--- config.mk ---
export PLATFORM = sky130hd
export DESIGN_NAME = addr_pointer_gen
export DESIGN_NICKNAME = d
export VERILOG_FILES = /design/src/rtl/dpa_pkg.sv /design/src/rtl/dpa_window.sv /design/src/rtl/dpa_axis.sv /design/src/rtl/addr_pointer_gen.sv
export SDC_FILE = /design/constraint.sdc
export NUM_CORES = 1
export LEC_CHECK = 0
export ABC_CLOCK_PERIOD_IN_PS = 1600
export CORE_ASPECT_RATIO = 0.8
export CORE_UTILIZATION = 25
export CTS_CLUSTER_SIZE = 12
export DETAILED_ROUTE_END_ITERATION = 8
export DONT_BUFFER_PORTS = 1
export PLACE_DENSITY = 0.4
export SLEW_MARGIN = 20
export SYNTH_ARGS = -nofsm -noshare
export SYNTH_HDL_FRONTEND = slang
export SYNTH_SLANG_ARGS = --single-unit
--- constraint.sdc ---
create_clock -name clk -period 1.6 [get_ports clk]
set_clock_uncertainty 0.2 [all_clocks]
set_input_delay 0.16 -clock clk [delete_from_list [all_inputs] [get_ports clk]]
set_output_delay 0.16 -clock clk [all_outputs]
set_load 0.05 [all_outputs]
--- src/rtl/dpa_pkg.sv ---
package dpa_pkg;

    typedef enum logic [1:0] {
        AM_HORZ = 2'b00,
        AM_VERT = 2'b01,
        AM_PAGE = 2'b10
    } addr_mode_e;

    localparam logic [1:0] AM_RSVD = 2'b11;

    typedef struct packed {
        logic col_step;
        logic page_step;
    } step_t;

    // Reserved code keeps the current mode.
    function automatic addr_mode_e decode_mode(input logic [1:0] code,
                                               input addr_mode_e cur);
        if (code == AM_RSVD) begin
            return cur;
        end
        return addr_mode_e'(code);
    endfunction

    // Decide which axes advance on an access.
    function automatic step_t plan_step(input addr_mode_e m,
                                        input logic access,
                                        input logic col_at_end,
                                        input logic page_at_end);
        step_t s;
        s = '0;
        unique case (m)
            AM_HORZ: begin
                s.col_step  = access;
                s.page_step = access & col_at_end;
            end
            AM_VERT: begin
                s.page_step = access;
                s.col_step  = access & page_at_end;
            end
            default: begin
                s.col_step  = access;
                s.page_step = 1'b0;
            end
        endcase
        return s;
    endfunction

endpackage

--- src/rtl/dpa_window.sv ---
module dpa_window #(
    parameter int W = 7
) (
    input  logic         clk,
    input  logic         rst,
    input  logic         load,
    input  logic [W-1:0] lo_in,
    input  logic [W-1:0] hi_in,
    output logic [W-1:0] start_o,
    output logic [W-1:0] end_o
);
    always_ff @(posedge clk) begin
        if (rst) begin
            start_o <= '0;
            end_o   <= '1;
        end else if (load) begin
            start_o <= lo_in;
            end_o   <= hi_in;
        end
    end
endmodule

--- src/rtl/dpa_axis.sv ---
module dpa_axis #(
    parameter int W = 7
) (
    input  logic         clk,
    input  logic         rst,
    input  logic         restart,
    input  logic [W-1:0] restart_val,
    input  logic         direct_load,
    input  logic [W-1:0] direct_val,
    input  logic         step,
    input  logic [W-1:0] start_i,
    input  logic [W-1:0] end_i,
    output logic [W-1:0] ptr_o,
    output logic         at_end_o
);
    logic [W-1:0] stepped;

    assign at_end_o = (ptr_o == end_i);
    assign stepped  = at_end_o ? start_i : W'(ptr_o + 1'b1);

    always_ff @(posedge clk) begin
        if (rst) begin
            ptr_o <= '0;
        end else if (restart) begin
            ptr_o <= restart_val;
        end else if (direct_load) begin
            ptr_o <= direct_val;
        end else if (step) begin
            ptr_o <= stepped;
        end
    end
endmodule

--- src/rtl/addr_pointer_gen.sv ---
module addr_pointer_gen
    import dpa_pkg::*;
#(
    parameter int COL_W  = 7,
    parameter int PAGE_W = 3,
    parameter int NIB_W  = 4
) (
    input  logic              clk,
    input  logic              rst,
    input  logic              mode_set,
    input  logic [1:0]        mode_code,
    input  logic              col_win_load,
    input  logic [COL_W-1:0]  col_lo_in,
    input  logic [COL_W-1:0]  col_hi_in,
    input  logic              page_win_load,
    input  logic [PAGE_W-1:0] page_lo_in,
    input  logic [PAGE_W-1:0] page_hi_in,
    input  logic              page_sel_load,
    input  logic [PAGE_W-1:0] page_sel_in,
    input  logic              col_nlo_load,
    input  logic              col_nhi_load,
    input  logic [NIB_W-1:0]  nib_in,
    input  logic              acc,
    output logic [PAGE_W-1:0] cur_page,
    output logic [COL_W-1:0]  cur_col,
    output logic              mem_we
);
    localparam int HI_W = COL_W - NIB_W;

    addr_mode_e        mode_q;
    logic [COL_W-1:0]  col_start_w, col_end_w, col_direct;
    logic [PAGE_W-1:0] page_start_w, page_end_w;
    logic              col_at_end, page_at_end;
    step_t             stp;

    always_ff @(posedge clk) begin
        if (rst) begin
            mode_q <= AM_PAGE;
        end else if (mode_set) begin
            mode_q <= decode_mode(mode_code, mode_q);
        end
    end

    assign stp = plan_step(mode_q, acc, col_at_end, page_at_end);

    // Assemble the column value from the nibble strobes.
    always_comb begin
        col_direct = cur_col;
        if (col_nlo_load) begin
            col_direct[NIB_W-1:0] = nib_in;
        end
        if (col_nhi_load) begin
            col_direct[COL_W-1:NIB_W] = nib_in[HI_W-1:0];
        end
    end

    dpa_window #(.W(COL_W)) u_col_win (
        .clk(clk), .rst(rst), .load(col_win_load),
        .lo_in(col_lo_in), .hi_in(col_hi_in),
        .start_o(col_start_w), .end_o(col_end_w)
    );

    dpa_window #(.W(PAGE_W)) u_page_win (
        .clk(clk), .rst(rst), .load(page_win_load),
        .lo_in(page_lo_in), .hi_in(page_hi_in),
        .start_o(page_start_w), .end_o(page_end_w)
    );

    dpa_axis #(.W(COL_W)) u_col_axis (
        .clk(clk), .rst(rst),
        .restart(col_win_load), .restart_val(col_lo_in),
        .direct_load(col_nlo_load | col_nhi_load), .direct_val(col_direct),
        .step(stp.col_step),
        .start_i(col_start_w), .end_i(col_end_w),
        .ptr_o(cur_col), .at_end_o(col_at_end)
    );

    dpa_axis #(.W(PAGE_W)) u_page_axis (
        .clk(clk), .rst(rst),
        .restart(page_win_load), .restart_val(page_lo_in),
        .direct_load(page_sel_load), .direct_val(page_sel_in),
        .step(stp.page_step),
        .start_i(page_start_w), .end_i(page_end_w),
        .ptr_o(cur_page), .at_end_o(page_at_end)
    );

    assign mem_we = acc;

endmodule

==> summary.txt <==
Status
  – Status: complete, but fails checks
  – Failing checks: hold timing, setup timing

Placed design
  – Pre-CTS setup slack: -0.209 ns
  – DP Cell Count: 312
  – # port buffers: 0
  – GP Congestion: 0.753
  – Final HPWL DP: 3940 µm

Detailed routing
  – Residual DRC: 0
  – Post-DRT Antenna Nets: 0
  – TritonRoute pass-1 iters: 4
  – Initial drt markers: 56
  – Via count: 1777
  – Total wire length: 5900 µm
  – Wire length per cell: 16.1 µm
  – Vias per cell: 4.84

Critical path
  – Worst r2r path cells: 6
  – Startpoint type of the worst setup path: flop
  – Worst EP arrival: 1.70 ns
  – CP Max Fanout: 5
  – CP required: 1.56 ns
  – R2R Setup Slk: -0.15 ns
  – Worst setup EP type: flop
  – R2r endpoint: u_col_axis.ptr_o[5]$_SDFFE_PP0P_
  – Worst path max stage delay: 0.38 ns
  – CP Class: flop to flop
  – CP max stage cell: dfxtp_4
  – Critical path cell sequence: xnor2_4 -> nand4_4 -> buf_6 -> or3_1 -> o211ai_1 -> a311oi_1
  – Worst r2r src: u_col_axis.ptr_o[1]$_SDFFE_PP0P_

Global routing
  – Met3 usage: 0.0402
  – GR Overflow Total: 0
  – GR peak layer: met1
  – GRT met2 Usage: 0.227
  – Total GRT Usage: 0.162
  – Global-route wire length before repair: 9220 µm
  – Initial antenna violation count: 0
  – Largest net degree at the start of global routing: 34
  – Number of global-route vias before repair: 1757
  – Grt met1 use: 0.248

Job
  – Max-cap violations: 0

Yosys
  – Post-synthesis sequential area ratio: 0.358
  – Main synth FF type: dfxtp_1
  – Post-synth EDFFs: 0
  – Count of cell types in the netlist: 45
  – Cells after synthesis: 204
  – Post-synth net total: 244
  – Asr flop ratio synth: 0
  – Top cells by area in the synthesized netlist: dfxtp_1, xnor2_1, a211o_1
  – Mapped Area: 1790 µm²
  – Synth top area share: 0.358
  – Synthesized flop and latch total: 32
  – Syn avg cell area: 8.77 µm²
  – Area leader, netlist: dfxtp_1
  – Ys Warns: 0

Die
  – Die footprint: 7500 µm²
  – Die span in y: 77.7 µm
  – IO Pins: 49
  – Initial core utilization: 0.260
  – Die X: 96.6 µm
  – Num rows: 27
  – Core footprint: 6890 µm²

Min path
  – Worst-case hold path end point: u_page_axis.ptr_o[1]$_SDFFE_PP0P_
  – HP Start: page_lo_in[1]
  – Min-delay worst type: primary input to flop
  – Hold-critical path depth: 2

Final layout
  – Net count, final: 319
  – Finished Layout Cells: 367
  – Fill count: 714
  – Area Overhead vs Synth: 66.9%
  – Antenna diodes: 0
  – Share of cells above drive strength 1: 0.329
  – Most common cell after layout, fill and taps aside: dlygate4sd3_1
  – Commonest cells after routing, fill and taps aside: dlygate4sd3_1, buf_4, nor2_1

STA
  – Worst-margin pin slew: 0.353 ns
  – Max-slew violation count: 0
  – Hold WS: -0.00342 ns
  – Worst setup margin: -0.150 ns
  – Min Tclk post-route: 1.75 ns
  – Max_slew headroom: 0.764
  – RSZ-0062 raised after global routing: true
  – Final worst-path cycle share: 1.09
  – F_max: 572 MHz
  – # setup viols final: 9
  – Hold Vio Cnt, Final: 1

CTS
  – Htree depth: 2
  – Num CTS Buffers: 5
  – CTS clk-pin slew, worst paths: 0.07 ns
  – CTS root buffer: clkbuf_8
  – Clock Path Buffers: 2
  – Clk Latency, worst-skew pair: 0.28 ns
  – CTS tree: done
  – CTS Sinks: 32

Power
  – Max VDD drop: 352 µV
  – Pwr Density: 785 nW/µm²
  – P_leak: 1.17 nW
==> how the worst max path moves through the flow <==
stage               depth (start not counted)                           endpoint                        startpoint  slack, ns
floorplan                                   5   u_col_axis.ptr_o[3]$_SDFFE_PP0P_  u_col_axis.ptr_o[1]$_SDFFE_PP0P_      -0.13
global placement                            5   u_col_axis.ptr_o[3]$_SDFFE_PP0P_   u_col_win.end_o[1]$_SDFFE_PP1P_      -0.22
detailed placement                          5   u_col_axis.ptr_o[3]$_SDFFE_PP0P_   u_col_win.end_o[1]$_SDFFE_PP1P_      -0.21
CTS                                         5   u_col_axis.ptr_o[3]$_SDFFE_PP0P_  u_col_axis.ptr_o[3]$_SDFFE_PP0P_      -0.19
global route                                7  u_page_axis.ptr_o[1]$_SDFFE_PP0P_  u_col_axis.ptr_o[1]$_SDFFE_PP0P_      -0.22
finish                                      6   u_col_axis.ptr_o[5]$_SDFFE_PP0P_  u_col_axis.ptr_o[1]$_SDFFE_PP0P_      -0.15
==> state kept, by name, indices dropped and copies added (netlist names) <==
register	flops
mode_q	2
u_col_axis.ptr_o	7
u_col_win.end_o	7
u_col_win.start_o	7
u_page_axis.ptr_o	3
u_page_win.end_o	3
u_page_win.start_o	3
==> cells by family (layout without fill, tap and decap cells) <==
group / Yosys count / after routing / share of synthesized area
and+or+nand+nor: 71 / 71 / 0.215
muxes: 6 / 6 / 0.0336
adders and majority gates: 2 / 2 / 0.0140
DFF: 32 / 32 / 0.358
buffers and inverters: 17 / 93 / 0.0406
AOI/OAI and AO/OA: 60 / 60 / 0.244
xor gates and xnor gates: 16 / 16 / 0.0951
==> routing by layer <==
metal,vias up,part of all wire
li1,893,-
met1,850,0.53
met5,-,0
met3,2,0.044
met2,32,0.42
met4,0,0.0053
==> stage by stage <==
stage          setup TNS, ns  hold slack (ns)  utilization  instance area [µm²]  power [mW]
6_report              -0.978         -0.00342        0.433                 2990        2.34
3_3_place_gp          -0.989           0.0338        0.314                 2160        1.37
2_1_floorplan         -0.292           0.0824            -                 1870        1.26
5_1_grt                -1.63          0.00767        0.433                 2990        2.47
3_5_place_dp          -0.961           0.0336        0.314                 2160        1.36
4_1_cts                -1.27        0.0000255        0.412                 2840        2.32
==> layout make-up <==
cell class	count	area, µm²	area share
timing repair buffer	78	749	0.251
inverter	7	26.3	0.00880
clock inverter	2	35.0	0.0117
sequential	32	686	0.230
clock buffer	6	72.6	0.0243
tap	87	109	0.0364
multi-input combinational	155	1310	0.438
==> report_power, final <==
part	internal [mW]	switching, mW
clock network	0.462	0.306
logic	0.333	0.312
registers	0.857	0.0751
==> synth_stat cells (all sizes together) (2+ instances only) <==
cell type	instances
dfxtp	32
nor2	19
xnor2	16
nand2	13
nor2b	13
a21oi	12
a211o	10
buf	8
inv	7
o21ai	7
mux2i	6
nand2b	6
o211ai	6
a311oi	5
nand3	5
a22oi	4
a31oi	4
nor3	4
a211oi	3
and3	3
a41oi	2
clkbuf	2
ha	2
nand4	2
or2	2
or3	2
==> worst max-delay path: cells and delay by family (launching register included) <==
family	cells	cell delay, ns
buffers and inverters	1	0.15
DFF	1	0.38
xor gates and xnor gates	1	0.17
and+or+nand+nor	2	0.50
AOI/OAI and AO/OA	2	0.22
==> timing repair <==
action	CTS	global route
hold buffers	42	0
endpoints found under the hold margin	32	0
pin swaps	15	13
resized for setup	19	23
setup endpoints to repair	10	11
buffers inserted	5	0
cloned	0	1
Note: power is estimated with default switching activity, not from simulation.
